### config.mk
export PLATFORM = sky130hd
export DESIGN_NAME = fpll_ctrl
export DESIGN_NICKNAME = d
export VERILOG_FILES = /design/src/rtl/fpll_ctrl.sv
export SDC_FILE = /design/constraint.sdc
export NUM_CORES = 1
export LEC_CHECK = 0
export ABC_AREA = 1
export BUFFER_PORTS_ARGS = -buffer_cell sky130_fd_sc_hd__buf_2
export CORE_ASPECT_RATIO = 1.75
export CORE_MARGIN = 3
export CORE_UTILIZATION = 45
export CTS_BUF_LIST = sky130_fd_sc_hd__clkbuf_4
export DETAILED_ROUTE_END_ITERATION = 10
export PLACE_DENSITY = 0.76
export SLEW_MARGIN = 30
export SYNTH_ARGS = -nofsm -noshare
export SYNTH_HDL_FRONTEND = slang
export SYNTH_SLANG_ARGS = --single-unit
### constraint.sdc
create_clock -name clk -period 2.05 [get_ports clk]
set_input_delay 0.205 -clock clk [delete_from_list [all_inputs] [get_ports clk]]
set_output_delay 0.205 -clock clk [all_outputs]
set_load 0.01 [all_outputs]
### src/rtl/fpll_ctrl.sv
module fpll_ctrl #(
  parameter int RELOAD_LAT = 4,
  parameter int LOCK_LAT   = 16,
  parameter int ADDR_W     = 4
) (
  input  logic              clk,
  input  logic              rst_n,
  input  logic              bus_valid,
  input  logic              bus_write,
  input  logic [ADDR_W-1:0] bus_addr,
  input  logic [31:0]       bus_wdata,
  output logic [31:0]       bus_rdata,
  output logic              pwr_down,
  output logic              bypass,
  output logic [4:0]        out_div,
  output logic [6:0]        fb_int,
  output logic [23:0]       fb_frac
);
  localparam int RCW = $clog2(RELOAD_LAT + 1) + 1;
  localparam int LCW = $clog2(LOCK_LAT + 1) + 1;
  localparam logic [ADDR_W-1:0] OFS_CTRL = ADDR_W'(0);
  localparam logic [ADDR_W-1:0] OFS_DIV  = ADDR_W'(4);

  logic pd_q, byp_q, req_q, ack_q, lock_q;
  logic [4:0]  odiv_q;
  logic [6:0]  int_stg, int_act;
  logic [23:0] frac_stg, frac_act;
  logic [RCW-1:0] rcnt;
  logic [LCW-1:0] lcnt;
  logic [31:0] ctrl_word, div_word;

  wire wr_ctrl = bus_valid && bus_write && (bus_addr == OFS_CTRL);
  wire wr_div  = bus_valid && bus_write && (bus_addr == OFS_DIV);
  wire rd_en   = bus_valid && !bus_write;
  wire idle_core = pd_q || byp_q;

  assign ctrl_word = {lock_q, 11'b0, pd_q, 4'b0, byp_q, 1'b0, req_q, ack_q, 6'b0, odiv_q};
  assign div_word  = {1'b0, frac_stg, int_stg};

  assign pwr_down = pd_q;
  assign bypass   = byp_q;
  assign out_div  = odiv_q;
  assign fb_int   = int_act;
  assign fb_frac  = frac_act;

  always_ff @(posedge clk) begin
    if (!rst_n) begin
      pd_q <= 1'b1; byp_q <= 1'b0; req_q <= 1'b0; odiv_q <= '0;
      int_stg <= '0; frac_stg <= '0;
    end else begin
      if (wr_ctrl) begin
        pd_q   <= bus_wdata[19];
        byp_q  <= bus_wdata[14];
        req_q  <= bus_wdata[12];
        odiv_q <= bus_wdata[4:0];
      end
      if (wr_div) begin
        frac_stg <= bus_wdata[30:7];
        int_stg  <= bus_wdata[6:0];
      end
    end
  end

  always_ff @(posedge clk) begin
    if (!rst_n) begin
      bus_rdata <= '0;
    end else if (rd_en) begin
      if (bus_addr == OFS_CTRL)     bus_rdata <= ctrl_word;
      else if (bus_addr == OFS_DIV) bus_rdata <= div_word;
      else                          bus_rdata <= '0;
    end
  end

  always_ff @(posedge clk) begin
    if (!rst_n) begin
      ack_q <= 1'b0; rcnt <= '0; int_act <= '0; frac_act <= '0;
    end else begin
      if (idle_core) begin
        int_act  <= int_stg;
        frac_act <= frac_stg;
        rcnt     <= '0;
      end else if (req_q && !ack_q) begin
        if (rcnt == RCW'(RELOAD_LAT - 1)) begin
          ack_q    <= 1'b1;
          int_act  <= int_stg;
          frac_act <= frac_stg;
          rcnt     <= '0;
        end else begin
          rcnt <= rcnt + RCW'(1);
        end
      end else begin
        rcnt <= '0;
      end
      if (!req_q) ack_q <= 1'b0;
    end
  end

  always_ff @(posedge clk) begin
    if (!rst_n) begin
      lock_q <= 1'b0; lcnt <= '0;
    end else if (pd_q) begin
      lock_q <= 1'b0; lcnt <= '0;
    end else if (!lock_q) begin
      if (lcnt == LCW'(LOCK_LAT - 1)) lock_q <= 1'b1;
      else                            lcnt <= lcnt + LCW'(1);
    end
  end


  ack_order_chk: assert property (@(posedge clk) disable iff (!rst_n)
    $rose(ack_q) |-> $past(req_q) && !$past(idle_core));


  ack_drop_chk: assert property (@(posedge clk) disable iff (!rst_n)
    (ack_q && !req_q) |=> !ack_q);


  lock_loss_chk: assert property (@(posedge clk) disable iff (!rst_n)
    pd_q |=> !lock_q);


  lock_rise_chk: assert property (@(posedge clk) disable iff (!rst_n)
    $rose(lock_q) |-> !$past(pd_q));


  act_hold_chk: assert property (@(posedge clk) disable iff (!rst_n)
    ({int_act, frac_act} != $past({int_act, frac_act})) |-> ($rose(ack_q) || $past(idle_core)));
endmodule

==> flow_metrics.py, run 1 <==
metrics = {
    "run_status": {
        "status": "completed",
    },
    "final_layout": {
        "num-fill-cells": 975,
        "regArea_um2": 2282,
        "layout_common_cells": "172 x nor2_1, 150 x nand2_1, 114 x dfxtp_1, 108 x buf_2, 61 x inv_1",
        "multiInputGateArea_um2": 1959,
        "synthToLayoutAreaGrowth_pct": 25.30,
        "mostFrequentLayoutCell": "nor2_1",
        "fin_nets": 845,
        "drive_above_1_share": 0.1924,
    },
    "sta": {
        "hold_viol": 0,
        "finalSetupViolCount": 0,
        "tns_ns": 0,
        "relSlewSlack": 0.6174,
        "fin_crit_ns": 1.438,
        "worst_slew_pin_slew_ns": 0.5738,
        "post-route-period-util": 0.7013,
        "drv_slew": 0,
        "skew_ns": 0.01233,
        "worst_hold_slack_ns": 0.08777,
        "rsz0062_at_grt": "no",
        "max_freq_mhz": 695.6,
    },
    "clock_tree": {
        "cts_max_path_buffers": 2,
        "cts_tree": "done",
        "cts_resized": 0,
        "cts_setup_buffers": 0,
        "path_clk_slew_ns": 0.10,
        "clkLatencyLatePin_ns": 0.51,
        "cts-root-buf": "clkbuf_4",
        "numCtsBuffers": 17,
        "clock-sinks": 114,
        "htreeDepth": 4,
        "hold_buffers": 31,
    },
    "pwr": {
        "swShare": 0.2561,
        "seq_power_share": 0.549,
        "p_switching_mw": 1.074,
        "power.leakage_nw": 3.085,
        "clock_power_share": 0.364,
        "p_comb_frac": 0.087,
        "intPower_mw": 3.120,
        "ir_worst_vdd_v": 0.0005074,
        "power_per_cell_area_nw_per_um2": 717.7,
    },
    "synthesis": {
        "synth-warning-count": 0,
        "syn_nets": 712,
        "ys_seq_area_frac": 0.4894,
        "synthDistinctLibCells": 23,
        "syn_avg_cell_area_um2": 6.960,
        "ys_ff_latch": 114,
        "syn_area_um2": 4663,
        "synthCells": 670,
    },
    "setup_path": {
        "cp_max_fo": 20,
        "r2r-start": "rcnt[0]",
        "reg2reg_to": "fb_int[0]",
        "worstPathCellList": "ha_1 > nand2_1 > nand2_1 > buf_4 > nand3_1 > nand2_1 > nor2_1",
        "max_stage_delay_ns": 0.36,
        "endpoint_kind": "flop",
        "slowest_stage": "dfxtp_1",
        "start_kind": "flop",
        "crit_top_cell": "nand2_1",
        "required_ns": 2.46,
        "reg2reg_depth": 7,
        "startpoint": "rcnt[0]",
        "arrival_ns": 1.84,
        "critPathTopFamily": "simple AND/OR/NAND/NOR gates",
        "path_buf_inv": 1,
        "critPathKind": "flop to flop",
        "reg2reg_slack_ns": 0.61,
    },
    "place": {
        "numPortBuffers": 108,
        "routabilityCongestion": 0.7949,
        "dpl.hpwl_um": 8457,
    },
    "routing": {
        "drt_iter0_drc": 363,
        "wl_met3_um": 587,
        "wl_per_cell_um": 12.98,
        "routed_via_density": 4.833,
        "dr.pass1.iters": 7,
        "wl_met2_um": 6586,
        "vias": 4553,
        "drtAntennaViolNets": 0,
        "drc": 0,
        "met1_length_um": 4741,
        "top_layer_used": "met4",
        "wl_um": 12230,
    },
    "die": {
        "row_count": 48,
        "initial_utilization": 0.4677,
        "dieArea_um2": 11670,
        "fp.dieH_um": 140.7,
        "core_area_um2": 9970,
        "io-pin-count": 110,
        "die-width_um": 82.95,
    },
    "global_route": {
        "grt_pass1_vias": 4469,
        "gr-total-overflow": 0,
        "antenna_found_initial": 1,
        "grt_pass1_wl_um": 20650,
        "grt_max_degree": 63,
        "grt_usage": 0.2174,
    },
    "min_path": {
        "hold_end": "pwr_down",
        "hp-start": "bus_valid",
        "hold_depth": 5,
        "hold_path_class": "input port to flop",
    },
    "job": {
        "drv_cap": 0,
    },
}
[worst min-delay path, delay by kind of cell]
kind                   cells  cell delay (ns)
and+or+nand+nor            3             0.19
buffers and inverters      2             0.18
[cells in the mapped netlist (all sizes together)]
cell type  number  area, um^2
clkbuf         10       37.54
o21ai          40       204.0
nand4           2       12.51
nand2         151       569.3
a21oi          33       165.2
nand3          50       262.8
nor2          176       685.7
buf            26       151.4
nor3            1       10.01
inv            62       232.7
xor2            1       8.760
o21bai          1       7.510
xnor2           1       8.760
dfxtp         114        2282
ha              2       25.02
[worst max-delay path by stage]
stage,end,slack [ns],depth (start not counted)
global placement,bypass,0.48,5
floorplan,lcnt[0],0.84,7
global route,lcnt[1],0.49,7
finish,fb_int[0],0.61,7
detailed placement,out_div[2],0.45,5
CTS,fb_int[0],0.61,7
[cell type report]
class                   count  area share
diodes                      1   0.0004283
clock buffers              17     0.02184
clock inverters            15     0.02120
inverters                  62     0.03983
multi-input cells         458      0.3353
flip-flops and latches    114      0.3906
well taps                 125     0.02677
repair buffers            150      0.1640
[state kept, by name, summed over array words and instances (netlist names)]
register / flops
int_stg: 7
lcnt: 6
req_q: 1
rcnt: 4
pwr_down: 1
bus_rdata: 32
fb_int: 7
bypass: 1
lock_q: 1
out_div: 5
ack_q: 1
frac_stg: 24
fb_frac: 24
[kinds of logic (layout without fill, tap and decap cells)]
group,count (synthesis),after routing,synth area share
buffers and inverters,98,244,0.09042
other,0,1,0
adder cells (fa/ha/maj),2,2,0.005365
AND/OR/NAND/NOR,380,380,0.3303
XOR/XNOR,2,2,0.003757
AO/OA/AOI/OAI,74,74,0.08076
flip-flops,114,114,0.4894
[power groups by stage]
stage | combinational [mW] | clock, mW | sequential, mW
finish | 0.366 | 1.53 | 2.30
global route | 0.408 | 1.66 | 2.31
CTS | 0.367 | 1.57 | 2.30
detailed placement | 0.319 | 0 | 2.35
global placement | 0.313 | 0 | 2.35
floorplan | 0.158 | 0 | 2.37
[metal layers]
layer | vias to the layer above | global-route usage
met3 | 26 | 0.05789
met1 | 2055 | 0.2272
li1 | 2337 | -
met2 | 135 | 0.4023
met5 | - | 0
met4 | 0 | 0.09647
[through the flow]
step / setup slack [ns] / total power, mW / cell area (um^2) / cells / utilization
5_1_grt: 0.4870 / 4.382 / 5843 / 942 / 0.5861
4_1_cts: 0.6080 / 4.238 / 5841 / 941 / 0.5858
6_report: 0.6124 / 4.194 / 5843 / 942 / 0.5861
2_1_floorplan: 0.8399 / 2.533 / 4663 / 670 / -
3_3_place_gp: 0.4844 / 2.665 / 5279 / 878 / 0.5295
3_5_place_dp: 0.4484 / 2.673 / 5279 / 878 / 0.5295
Power figures use the tool's default switching activity.
==> inputs of run 2 (changes only) <==
PLACE_DENSITY = 0.78   (was 0.76)
clock period = 1.2 ns   (was 2.05 ns; I/O delays follow)
==> flow_metrics.py, run 2 (synthesis gave the netlist of run 1 again) <==
metrics = {
    "setup_path": {
        "worstPathCellList": "ha_4 > nand2_4 > buf_6 > o21ai_4 > buf_6 > buf_6 > nor2_1 > nor2_1",
        "max_stage_delay_ns": 0.36,
        "critPathKind": "flop to flop",
        "arrival_ns": 1.80,
        "cp_max_fo": 8,
        "crit_top_cell": "buf_6",
        "reg2reg_depth": 8,
        "start_kind": "flop",
        "reg2reg_slack_ns": -0.14,
        "path_buf_inv": 3,
        "slowest_stage": "dfxtp_2",
        "endpoint_kind": "flop",
        "reg2reg_to": "fb_int[2]",
        "required_ns": 1.66,
        "r2r-start": "rcnt[1]",
        "critPathTopFamily": "buffers and inverters",
    },
    "pwr": {
        "ir_worst_vdd_v": 0.0006770,
        "power_per_cell_area_nw_per_um2": 1152,
        "power_mw": 7.299,
        "intPower_mw": 5.518,
        "swShare": 0.2439,
        "p_switching_mw": 1.780,
        "seq_power_share": 0.539,
        "clock_power_share": 0.369,
        "power.leakage_nw": 3.272,
        "p_comb_frac": 0.092,
    },
    "final_layout": {
        "synthToLayoutAreaGrowth_pct": 35.82,
        "max_flop_register": "bus_rdata",
        "layout_common_cells": "158 x nor2_1, 149 x nand2_1, 104 x buf_2, 95 x dfxtp_1, 61 x inv_1",
        "mostFrequentLayoutCell": "nor2_1",
        "design_area_um2": 6334,
        "largest_register_ffs": 32,
        "fin_nets": 872,
        "drive_above_1_share": 0.2625,
        "stdcell_count": 968,
    },
    "clock_tree": {
        "clock-sinks": 114,
        "htreeDepth": 4,
        "cts_max_path_buffers": 2,
        "cts-root-buf": "clkbuf_4",
        "path_clk_slew_ns": 0.10,
        "numCtsBuffers": 17,
        "clkLatencyLatePin_ns": 0.51,
        "cts_tree": "done",
    },
    "sta": {
        "layout_setup_ws_ns": -0.1383,
        "relSlewSlack": 0.8117,
        "tns_ns": -2.542,
        "max_freq_mhz": 747.2,
        "fin_crit_ns": 1.338,
        "skew_ns": 0.01095,
        "post-route-period-util": 1.115,
        "worst_slew_pin_slew_ns": 0.2825,
        "finalSetupViolCount": 34,
        "rsz0062_at_grt": "yes",
        "drv_slew": 0,
        "hold_viol": 0,
    },
    "place": {
        "preCtsSetupSlack_ns": -0.09981,
        "dpl.hpwl_um": 8268,
        "placed_area_um2": 5456,
        "dp_cells": 893,
        "routabilityCongestion": 0.7909,
        "numPortBuffers": 108,
    },
    "global_route": {
        "grt_max_degree": 67,
        "gr-total-overflow": 0,
        "grt_usage": 0.2202,
        "grt_pass1_wl_um": 20570,
        "grt_pass1_vias": 4418,
        "antenna_found_initial": 1,
    },
    "die": {
        "die-width_um": 82.95,
        "row_count": 48,
        "fp.dieH_um": 140.7,
        "initial_utilization": 0.4677,
        "dieArea_um2": 11670,
        "core_area_um2": 9970,
        "io-pin-count": 110,
    },
    "run_status": {
        "status": "finished with violations",
        "violations": "negative setup slack",
    },
    "min_path": {
        "hold_path_class": "input port to flop",
        "hold_end": "bus_rdata[25]",
        "hold_depth": 5,
        "hp-start": "bus_addr[3]",
    },
    "job": {
        "drv_cap": 0,
    },
    "routing": {
        "routed_via_density": 4.823,
        "drt_iter0_drc": 272,
        "wl_um": 12910,
        "drtAntennaViolNets": 0,
        "dr.pass1.iters": 5,
        "drc": 0,
        "wl_per_cell_um": 13.34,
        "vias": 4669,
    },
}
==> run 2: cell types whose count changed in the layout (fill, tap and decap cells not counted), sizes merged <==
cell         delta
dlygate4sd3     +2
clkinv          -6
buf            +25
clkbuf          +6
clkinvlp        -1
==> run 2: what timing repair did <==
item                       in CTS  in global routing
pin swaps                       2                 14
cloned                          3                  0
hold buffers                   33                  0
setup buffers                   5                  5
hold endpoints to repair       40                  0
setup endpoints to repair      37                 54
gates resized for setup        27                 43
==> run 2: power groups by stage <==
stage	combinational (mW)	clock (mW)	sequential [mW]
global placement	0.559	0	4.02
CTS	0.663	2.75	3.93
global route	0.738	2.93	3.95
floorplan	0.270	0	4.06
detailed placement	0.567	0	4.02
finish	0.669	2.69	3.94
==> run 2: routing by layer <==
layer  vias up  wire length (um)  track usage
met2       126              6977       0.4052
met4         0               366       0.1102
li1       2388                 -            -
met1      2128              5015       0.2290
met3        27               553      0.05497
met5         -                 0            0
==> run 2: area by class of cell <==
type,count,area (um^2)
repair buffers,177,1280
flip-flops and latches,114,2308
fillers,900,3636
multi-input cells,458,2093
well taps,125,156.4
diodes,1,2.502
inverters,62,232.7
clock inverters,8,87.58
clock buffers,23,172.7
==> run 2: through the flow <==
stage | hold slack (ns) | utilization
final | 0.09207 | 0.6353
after global routing | 0.05979 | 0.6353
after CTS | 0.06240 | 0.6232
after detailed placement | 0.3483 | 0.5473
after global placement | 0.3434 | 0.5473
after floorplan | 0.2549 | -
==> run 2: worst max-delay path by stage <==
stage	start	endpoint	slack, ns	cells past startpoint
final	rcnt[1]	fb_int[2]	-0.14	8
after global routing	rcnt[1]	fb_frac[2]	-0.17	8
after CTS	pwr_down	pwr_down	-0.11	2
after detailed placement	rcnt[0]	fb_frac[16]	-0.1	7
after global placement	rcnt[0]	fb_int[2]	-0.06	7
after floorplan	rcnt[0]	fb_frac[0]	0.04	7
==> run 2: tightest hold or removal path, stage by stage <==
cell and delay [ns]:
buf_2 0.13, nor3_2 0.07, buf_12 0.15, nand2_1 0.06, a21oi_1 0.05
